File: config.mk
export PLATFORM = sky130hd
export DESIGN_NAME = frame_trig_seq
export DESIGN_NICKNAME = d
export VERILOG_FILES = /design/src/rtl/frame_trig_seq.sv
export SDC_FILE = /design/constraint.sdc
export NUM_CORES = 1
export LEC_CHECK = 0
export BUFFER_PORTS_ARGS = -buffer_cell sky130_fd_sc_hd__buf_4
export CAP_MARGIN = 20
export CORE_MARGIN = 4
export CORE_UTILIZATION = 40
export CTS_CLUSTER_SIZE = 12
export DETAILED_ROUTE_END_ITERATION = 12
export GPL_TIMING_DRIVEN = 0
export HOLD_SLACK_MARGIN = 0.1
export MAX_ROUTING_LAYER = met4
export PLACE_DENSITY = 0.59
export SYNTH_ARGS = -nofsm -noshare
export SYNTH_HDL_FRONTEND = slang
export SYNTH_SLANG_ARGS = --single-unit
File: constraint.sdc
create_clock -name clk -period 3.3 [get_ports clk]
set_input_delay 0.165 -clock clk [delete_from_list [all_inputs] [get_ports clk]]
set_output_delay 0.165 -clock clk [all_outputs]
set_load 0.005 [all_outputs]
File: src/rtl/frame_trig_seq.sv
module frame_trig_seq #(
  parameter int CNT_W = 16,
  parameter int PER_W = 16,
  parameter int PW_W  = 4
) (
  input  logic             clk,
  input  logic             rst_n,
  input  logic             cmd_valid,
  input  logic [1:0]       cmd_op,
  input  logic             cmd_hw_mode,
  input  logic             cmd_master,
  input  logic [CNT_W-1:0] cmd_frames,
  input  logic [PER_W-1:0] cmd_period,
  input  logic [PW_W-1:0]  cmd_sync_width,
  input  logic             sync_in,
  output logic             sync_out,
  output logic             cmd_ack,
  output logic             frame_start,
  output logic             busy,
  output logic             sync_err
);
  localparam logic [1:0] OP_TRIG = 2'd1;
  localparam logic [1:0] OP_STOP = 2'd2;

  typedef enum logic [1:0] {IDLE, ARMED, RUN} st_t;
  st_t st;

  logic             hw_q, master_q, stop_q;
  logic [CNT_W-1:0] frames_q, done;
  logic [PER_W-1:0] period_q, pcnt;
  logic [PW_W-1:0]  width_q, wcnt;
  logic [2:0]       sreg;

  wire rise     = sreg[1] & ~sreg[2];
  wire trig_ok  = cmd_valid && cmd_op == OP_TRIG && st == IDLE;
  wire stop_cmd = cmd_valid && cmd_op == OP_STOP;
  wire last     = pcnt == '0;
  wire more     = !stop_q && !stop_cmd && (frames_q == '0 || done < frames_q);

  wire start_now = (trig_ok && !cmd_hw_mode)
                || (st == ARMED && rise && !stop_cmd)
                || (st == RUN && last && more && !hw_q);

  wire             idle_src = st == IDLE;
  wire [PER_W-1:0] per_sel  = idle_src ? cmd_period : period_q;
  wire [PER_W-1:0] per_eff  = (per_sel == '0) ? PER_W'(1) : per_sel;
  wire [PW_W-1:0]  w_sel    = idle_src ? cmd_sync_width : width_q;
  wire [PW_W-1:0]  w_eff    = (w_sel == '0) ? PW_W'(1) : w_sel;
  wire             m_sel    = idle_src ? cmd_master : master_q;

  assign busy     = st != IDLE;
  assign sync_out = wcnt != '0;

  always_ff @(posedge clk) begin
    if (!rst_n) begin
      st <= IDLE; sreg <= '0; hw_q <= 1'b0; master_q <= 1'b0; stop_q <= 1'b0;
      frames_q <= '0; done <= '0; period_q <= '0; pcnt <= '0;
      width_q <= '0; wcnt <= '0; cmd_ack <= 1'b0; frame_start <= 1'b0; sync_err <= 1'b0;
    end else begin
      sreg        <= {sreg[1:0], sync_in};
      cmd_ack     <= trig_ok;
      frame_start <= start_now;

      if (start_now) begin
        pcnt <= per_eff - PER_W'(1);
        done <= idle_src ? CNT_W'(1) : done + CNT_W'(1);
        wcnt <= m_sel ? w_eff : '0;
      end else if (wcnt != '0) begin
        wcnt <= wcnt - PW_W'(1);
      end

      case (st)
        IDLE: if (trig_ok) begin
          hw_q <= cmd_hw_mode; master_q <= cmd_master; frames_q <= cmd_frames;
          period_q <= cmd_period; width_q <= cmd_sync_width;
          stop_q <= 1'b0; sync_err <= 1'b0;
          if (!cmd_hw_mode) done <= CNT_W'(1);
          else done <= '0;
          st <= cmd_hw_mode ? ARMED : RUN;
        end
        ARMED: if (stop_cmd) st <= IDLE;
               else if (rise) st <= RUN;
        RUN: begin
          if (stop_cmd) stop_q <= 1'b1;
          if (last) begin
            if (!more) st <= IDLE;
            else if (hw_q) st <= ARMED;
          end else begin
            pcnt <= pcnt - PER_W'(1);
          end
        end
        default: st <= IDLE;
      endcase

      if (rise && st != ARMED) sync_err <= 1'b1;
    end
  end
endmodule


==> flow_metrics.tcl, run 1 <==
set metrics [dict create \
    fin_nets 798 \
    p_sw_mw 0.922 \
    dp.cells 858 \
    clk_pin_slew_ns 0.07 \
    grt-ovfl-total 0 \
    critPathArrivalTime_ns 3.48 \
    p_seq_share_pct 35.6 \
    fin_tns_setup_ns 0 \
    drt_pass1_iterations 5 \
    grt_max_degree 14 \
    muxShareOfSynthArea_pct 2.17 \
    ys_seq_area_share_pct 32.4 \
    path_max_fanout 10 \
    drcViolationCount 0 \
    fin_area_mm2 0.00648 \
    wl_per_cell_um 17.0 \
    post-route-util_pct 51.6 \
    synth_top_family_by_area "simple AND/OR/NAND/NOR gates" \
    synth_edf_count 0 \
    preCtsSetupSlack_ns -0.613 \
    area_growth_pct 26.5 \
    wirelength_met1_um 6840 \
    synth_ff_type "dfxtp_1" \
    clk_path_buf_depth 2 \
    drtIter0Drc 468 \
    synth-xor-area-share_pct 2.22 \
    synth_compound_area_share_pct 25.2 \
    skew_ns 0.00980 \
    io_pins 49 \
    first_global_vias 4935 \
    syn_avg_cell_area_um2 8.02 \
    synth_area_mm2 0.00512 \
    synth_fa_ha_area_share_pct 4.88 \
    drt_wl_total_um 15500 \
    yosysUniqueCellTypes 74 \
    hold_class "primary input to flip-flop" \
    setup_violations 0 \
    peakVddDrop_mv 0.291 \
    clockRootBuffer "clkbuf_16" \
    cts_tree "built" \
    combinationalPowerShare_pct 25.6 \
    routed-wl-met3_um 738 \
    numCtsBuffers 9 \
    cts.sinks 83 \
    placement.cell_area_mm2 0.00569 \
    synth_simple_gate_area_share_pct 27.9 \
    final_layout_size_suffix_gt1_share_pct 13.9 \
    intPower_mw 2.21 \
    drv_slew 0 \
    vias 5160 \
    cap_violations 0 \
    max_freq_mhz 314 \
    final_cells 911 \
    die_x_um 121 \
    htree_num_levels 3 \
    grt_pass1_wl_um 25000 \
    swShare_pct 29.4 \
    row_count 41 \
    end_kind "flip-flop" \
    p_clk_share_pct 38.8 \
    p_leak_nw 2.50 \
    criticalPathCategory "flip-flop to flip-flop" \
    worst_slack_ns 0.116 \
    dr_wl_met2_um 7690 \
    fillers 1241 \
    yosysWarningCount 0 \
    ant_nets 0 \
    worst_pin_slew_ns 0.823 \
    viasPerCell 5.66 \
    dieArea_mm2 0.0147 \
    clkLatencyLatePin_ns 0.35 \
    dpl.hpwl_um 11400 \
    start_util_pct 40.8 \
    run_status "finished, final reports clean" \
    hold_violations 0 \
    yosys-top-cells-area "dfxtp_1, nand2_1, a21boi_0, ha_1, clkbuf_1" \
    yosys.area.top_type "dfxtp_1" \
    hold_ws_ns 0.106 \
    worstPathRequired_ns 3.59 \
    grt_usage_pct 21.9 \
    synthCells 639 \
    p_per_area_mw_per_mm2 483 \
    coreArea_mm2 0.0126 \
    fin_crit_ns 3.18 \
    fin_crit_sh_pct 96.5 \
    p_total_mw 3.13 \
    gp_congestion 0.905 \
    antennaDiodeCount 0 \
    yosys_register_bits 83 \
    max_slew_margin_pct 44.9 \
    top_layer "met4" \
    die_h_um 121 \
    worstSetupStartpointType "flip-flop" \
    synth_nets 703 \
    io_buffer_count 47 \
    antenna_found_initial 0 \
    ys_async_sr_fraction_pct 0 \
    synth_top_area_share_pct 32.4 \
]
==> layer usage <==
| layer | up-vias | track usage [%] |
|---|---|---|
| li1 | 2546 | - |
| met1 | 2433 | 27.2 |
| met2 | 156 | 37.0 |
| met3 | 25 | 4.43 |
| met4 | 0 | 4.97 |
| met5 | - | - |
==> registers in the layout, indices dropped and copies added, names as in the netlist, 2 cells and up <==
register	flops
width_q	4
pcnt	16
wcnt	4
sreg	3
period_q	16
frames_q	16
st	2
done	16
==> cells in the mapped netlist (3+ instances only) <==
library cell	instances
mux2i_1	10
o21a_1	8
clkbuf_1	30
and3_1	15
a21oi_1	20
a2111o_1	9
o311ai_0	11
nand4b_1	5
or4_1	9
or3_1	6
o31ai_1	7
nand2_1	117
xnor2_1	6
nor2b_1	4
nand4_1	14
a21boi_0	43
nor3_1	14
buf_2	5
o31a_1	4
dfxtp_1	83
nand2b_1	3
o21ai_0	14
o211ai_1	9
o32ai_1	3
inv_1	27
or2_2	3
o311a_1	6
and2_1	6
xor2_1	7
nand3_1	21
ha_1	20
nand3b_1	6
nor4_1	12
nor2_1	30
a211oi_1	3
==> final timing paths <==
kind	depth (start not counted)	endpoint	from	slack [ns]
worst max-delay path	14	pcnt[12]$_SDFF_PN0_	st[1]$_SDFFE_PN0P_	0.12
worst min-delay path	3	width_q[3]$_SDFFE_PN0P_	cmd_sync_width[3]	0.11
worst max register to register	14	pcnt[12]$_SDFF_PN0_	st[1]$_SDFFE_PN0P_	0.12
worst min register to register	1	sreg[1]$_SDFF_PN0_	sreg[0]$_SDFF_PN0_	0.44
==> critical path, stage by stage (launching register included) <==
cell and delay (ns):
dfxtp_2 0.35, buf_4 0.19, nor2_4 0.18, clkinvlp_4 0.17
a21oi_4 0.19, and4b_1 0.20, buf_2 0.15, nand2_1 0.10
o22a_1 0.21, ha_4 0.19, nand4_4 0.13, or3_4 0.37
or3_1 0.33, a32oi_2 0.20, o21a_1 0.15
==> cell type report <==
| type | instances | area [um2] | area share [%] |
|---|---|---|---|
| Multi-Input combinational cell | 490 | 3250 | 50.1 |
| Sequential cell | 83 | 1660 | 25.6 |
| Timing Repair Buffer | 85 | 718 | 11.1 |
| Clock buffer | 12 | 267 | 4.11 |
| Tap cell | 172 | 215 | 3.32 |
| Buffer | 38 | 170 | 2.62 |
| Inverter | 27 | 105 | 1.62 |
| Clock inverter | 4 | 95.1 | 1.47 |
==> power groups by stage <==
stage          clock network [mW]  registers (mW)  logic [mW]
2_1_floorplan                   0            1.12       0.517
4_1_cts                      1.23            1.11       0.778
3_5_place_dp                    0            1.14       0.739
3_3_place_gp                    0            1.13       0.721
6_report                     1.22            1.12       0.802
5_1_grt                      1.27            1.12       0.881
==> placed cells by master, fill, tap and decap left out, drive strengths merged, types with 7 or more instances in the layout <==
cell type	netlist	routed
nand2	117	117
dfxtp	83	83
buf	9	62
a21boi	45	45
clkbuf	30	41
dlygate4sd3	0	32
nor2	31	31
inv	27	26
nand3	21	21
ha	20	20
a21oi	20	20
o21ai	16	16
and3	15	15
nand4	15	15
nor3	15	15
nor4	12	12
o311ai	11	11
mux2i	10	10
or4	10	10
o211ai	9	9
a2111o	9	9
o31ai	9	9
o21a	8	8
xor2	7	7
==> logic make-up (layout without fill, tap and decap cells) <==
group | Yosys count | count (layout)
fa+ha+maj | 20 | 20
xor+xnor | 13 | 13
flops | 83 | 83
mux | 11 | 11
buf+inv | 66 | 166
simple gates | 278 | 278
compound gates | 168 | 168
==> what timing repair did <==
| action | 4_1_cts | 5_1_grt |
|---|---|---|
| pin swaps | 0 | 4 |
| setup buffers | 0 | 6 |
| gates resized for setup | 8 | 10 |
| hold buffers | 32 | 0 |
| hold endpoints to repair | 32 | 0 |
| setup endpoints to repair | 5 | 3 |
Note: power is estimated with default switching activity, not from simulation.
==> run 2: changes to the inputs <==
--- a/config.mk
+++ b/config.mk
@@ -13,7 +13,6 @@
 export DETAILED_ROUTE_END_ITERATION = 12
 export GPL_TIMING_DRIVEN = 0
 export HOLD_SLACK_MARGIN = 0.1
-export MAX_ROUTING_LAYER = met4
 export PLACE_DENSITY = 0.59
 export SYNTH_ARGS = -nofsm -noshare
 export SYNTH_HDL_FRONTEND = slang
==> run 2 against run 1 <==
Net effect:
- via count barely moved
- clock power barely moved
- routed wire length rose by 0.15%
- power barely moved
- worst hold slack barely moved
==> flow_metrics.tcl, run 2 (synthesized netlist as in run 1, its figures left out) <==
set metrics [dict create \
    cts.sinks 83 \
    crit_family "simple AND/OR/NAND/NOR gates" \
    fin_nets 798 \
    setup_violations 0 \
    grt_max_degree 14 \
    end_kind "flip-flop" \
    ant_nets 0 \
    fin_crit_sh_pct 96.1 \
    gp_congestion 0.890 \
    clkLatencyLatePin_ns 0.34 \
    io_pins 49 \
    preCtsSetupSlack_ns -0.613 \
    p_per_area_mw_per_mm2 483 \
    drt_pass1_iterations 5 \
    path_max_fanout 10 \
    crit_chain "buf_4, nor2_4, clkinvlp_4, a21oi_4, and4b_1, buf_2, nand2_1, o22a_1, ha_4, nand4_4, or3_4, or3_1, a32oi_2, o21a_1" \
    numCtsBuffers 9 \
    max_slew_margin_pct 42.5 \
    fin_tns_setup_ns 0 \
    io_buffer_count 47 \
    clk_path_buf_depth 2 \
    area_growth_pct 26.5 \
    fin_crit_ns 3.17 \
    hold_class "primary input to flip-flop" \
    cp_num_cells 14 \
    hold_ws_ns 0.107 \
    grt-ovfl-total 0 \
    drtIter0Drc 491 \
    vias 5163 \
    reg2reg_depth 14 \
    r2r_slack_ns 0.13 \
    crit_slowest_cell "or3_4" \
    coreArea_mm2 0.0126 \
    dieArea_mm2 0.0147 \
    hold-path-cell-count 3 \
    whs_endpoint "width_q[3]$_SDFFE_PN0P_" \
    worstHoldStart "cmd_sync_width[3]" \
    viasPerCell 5.67 \
    cap_violations 0 \
    worst_slack_ns 0.129 \
    worstSetupStartpointType "flip-flop" \
    clk_pin_slew_ns 0.06 \
    final_layout_size_suffix_gt1_share_pct 13.9 \
    grt_usage_pct 21.3 \
    criticalPathCategory "flip-flop to flip-flop" \
    timing.rr.start "st[1]$_SDFFE_PN0P_" \
    row_count 41 \
    cp_slowest_stage_delay_ns 0.37 \
    layout_common_cells "nand2_1, dfxtp_1, buf_4, a21boi_0, dlygate4sd3_1" \
    drt_wl_total_um 15500 \
    htree_num_levels 3 \
    drcViolationCount 0 \
    die_h_um 121 \
    wl_per_cell_um 17.0 \
    critPathArrivalTime_ns 3.46 \
    drv_slew 0 \
    final_common_cell "nand2_1" \
    p_leak_nw 2.50 \
    peakVddDrop_mv 0.292 \
    skew_ns 0.00767 \
    max_freq_mhz 315 \
    cts_tree "built" \
    die_x_um 121 \
    antennaDiodeCount 0 \
    worst_pin_slew_ns 0.859 \
    clockRootBuffer "clkbuf_16" \
    r2r_end "pcnt[12]$_SDFF_PN0_" \
    grt_pass1_wl_um 25000 \
    final_cells 911 \
    start_util_pct 40.8 \
    antenna_found_initial 0 \
    run_status "finished, final reports clean" \
    dpl.hpwl_um 11400 \
    p_total_mw 3.13 \
    first_global_vias 4952 \
    critPathBufInv 3 \
    hold_violations 0 \
    dp.cells 858 \
    worstPathRequired_ns 3.59 \
]
## run 2: cell counts in the layout (fill, tap and decap cells not counted)
No cell type changed its count.
## run 2: how the worst max path moves through the flow
stage	from	to	slack, ns
after floorplan	st[1]$_SDFFE_PN0P_	pcnt[12]$_SDFF_PN0_	0.21
after global placement	st[0]$_SDFFE_PN0P_	pcnt[12]$_SDFF_PN0_	-0.62
after detailed placement	st[0]$_SDFFE_PN0P_	pcnt[12]$_SDFF_PN0_	-0.61
after CTS	st[0]$_SDFFE_PN0P_	pcnt[12]$_SDFF_PN0_	0.0003
after global routing	st[1]$_SDFFE_PN0P_	pcnt[12]$_SDFF_PN0_	-0.06
final	st[1]$_SDFFE_PN0P_	pcnt[12]$_SDFF_PN0_	0.13
## run 2: power breakdown
group / internal [mW] / total, mW / leakage, nW / switching, mW
logic: 0.350 / 0.806 / 1.65 / 0.456
registers: 1.06 / 1.12 / 0.674 / 0.0545
clock network: 0.800 / 1.21 / 0.179 / 0.412
total: 2.21 / 3.13 / 2.50 / 0.922
## run 2: layout make-up
class | instances | area [um2]
inverters | 27 | 105
repair buffers | 85 | 718
multi-input cells | 490 | 3250
clock buffers | 12 | 267
fillers | 1241 | 6080
well taps | 172 | 215
clock inverters | 4 | 95.1
plain buffers | 38 | 170
flip-flops and latches | 83 | 1660
## run 2: metrics by stage
step | util (%) | area, um2
floorplan | - | 5120
detailed placement | 45.3 | 5690
global route | 51.6 | 6480
CTS | 50.9 | 6390
finish | 51.6 | 6480
global placement | 45.3 | 5690
## run 2: per-layer routing
| metal | wire (um) | global-route usage [%] | part of all wire (%) |
|---|---|---|---|
| met5 | 0 | 0 | 0 |
| met4 | 147 | 4.97 | 0.95 |
| met3 | 677 | 4.43 | 4.4 |
| met2 | 7800 | 36.9 | 50 |
| met1 | 6900 | 27.2 | 44 |
## run 2: worst register-to-register path, stage by stage, from the launching register on
cell and delay (ns):
dfxtp_2 0.35, buf_4 0.19, nor2_4 0.18, clkinvlp_4 0.17, a21oi_4 0.19, and4b_1 0.20, buf_2 0.15, nand2_1 0.10
o22a_1 0.21, ha_4 0.19, nand4_4 0.13, or3_4 0.37, or3_1 0.33, a32oi_2 0.20, o21a_1 0.15
## run 2: what timing repair did
action / in CTS / in global routing
setup endpoints to repair: 5 / 3
hold endpoints to repair: 32 / 0
setup buffers: 0 / 6
hold buffers: 32 / 0
resized for setup: 8 / 10
pin swaps: 0 / 4
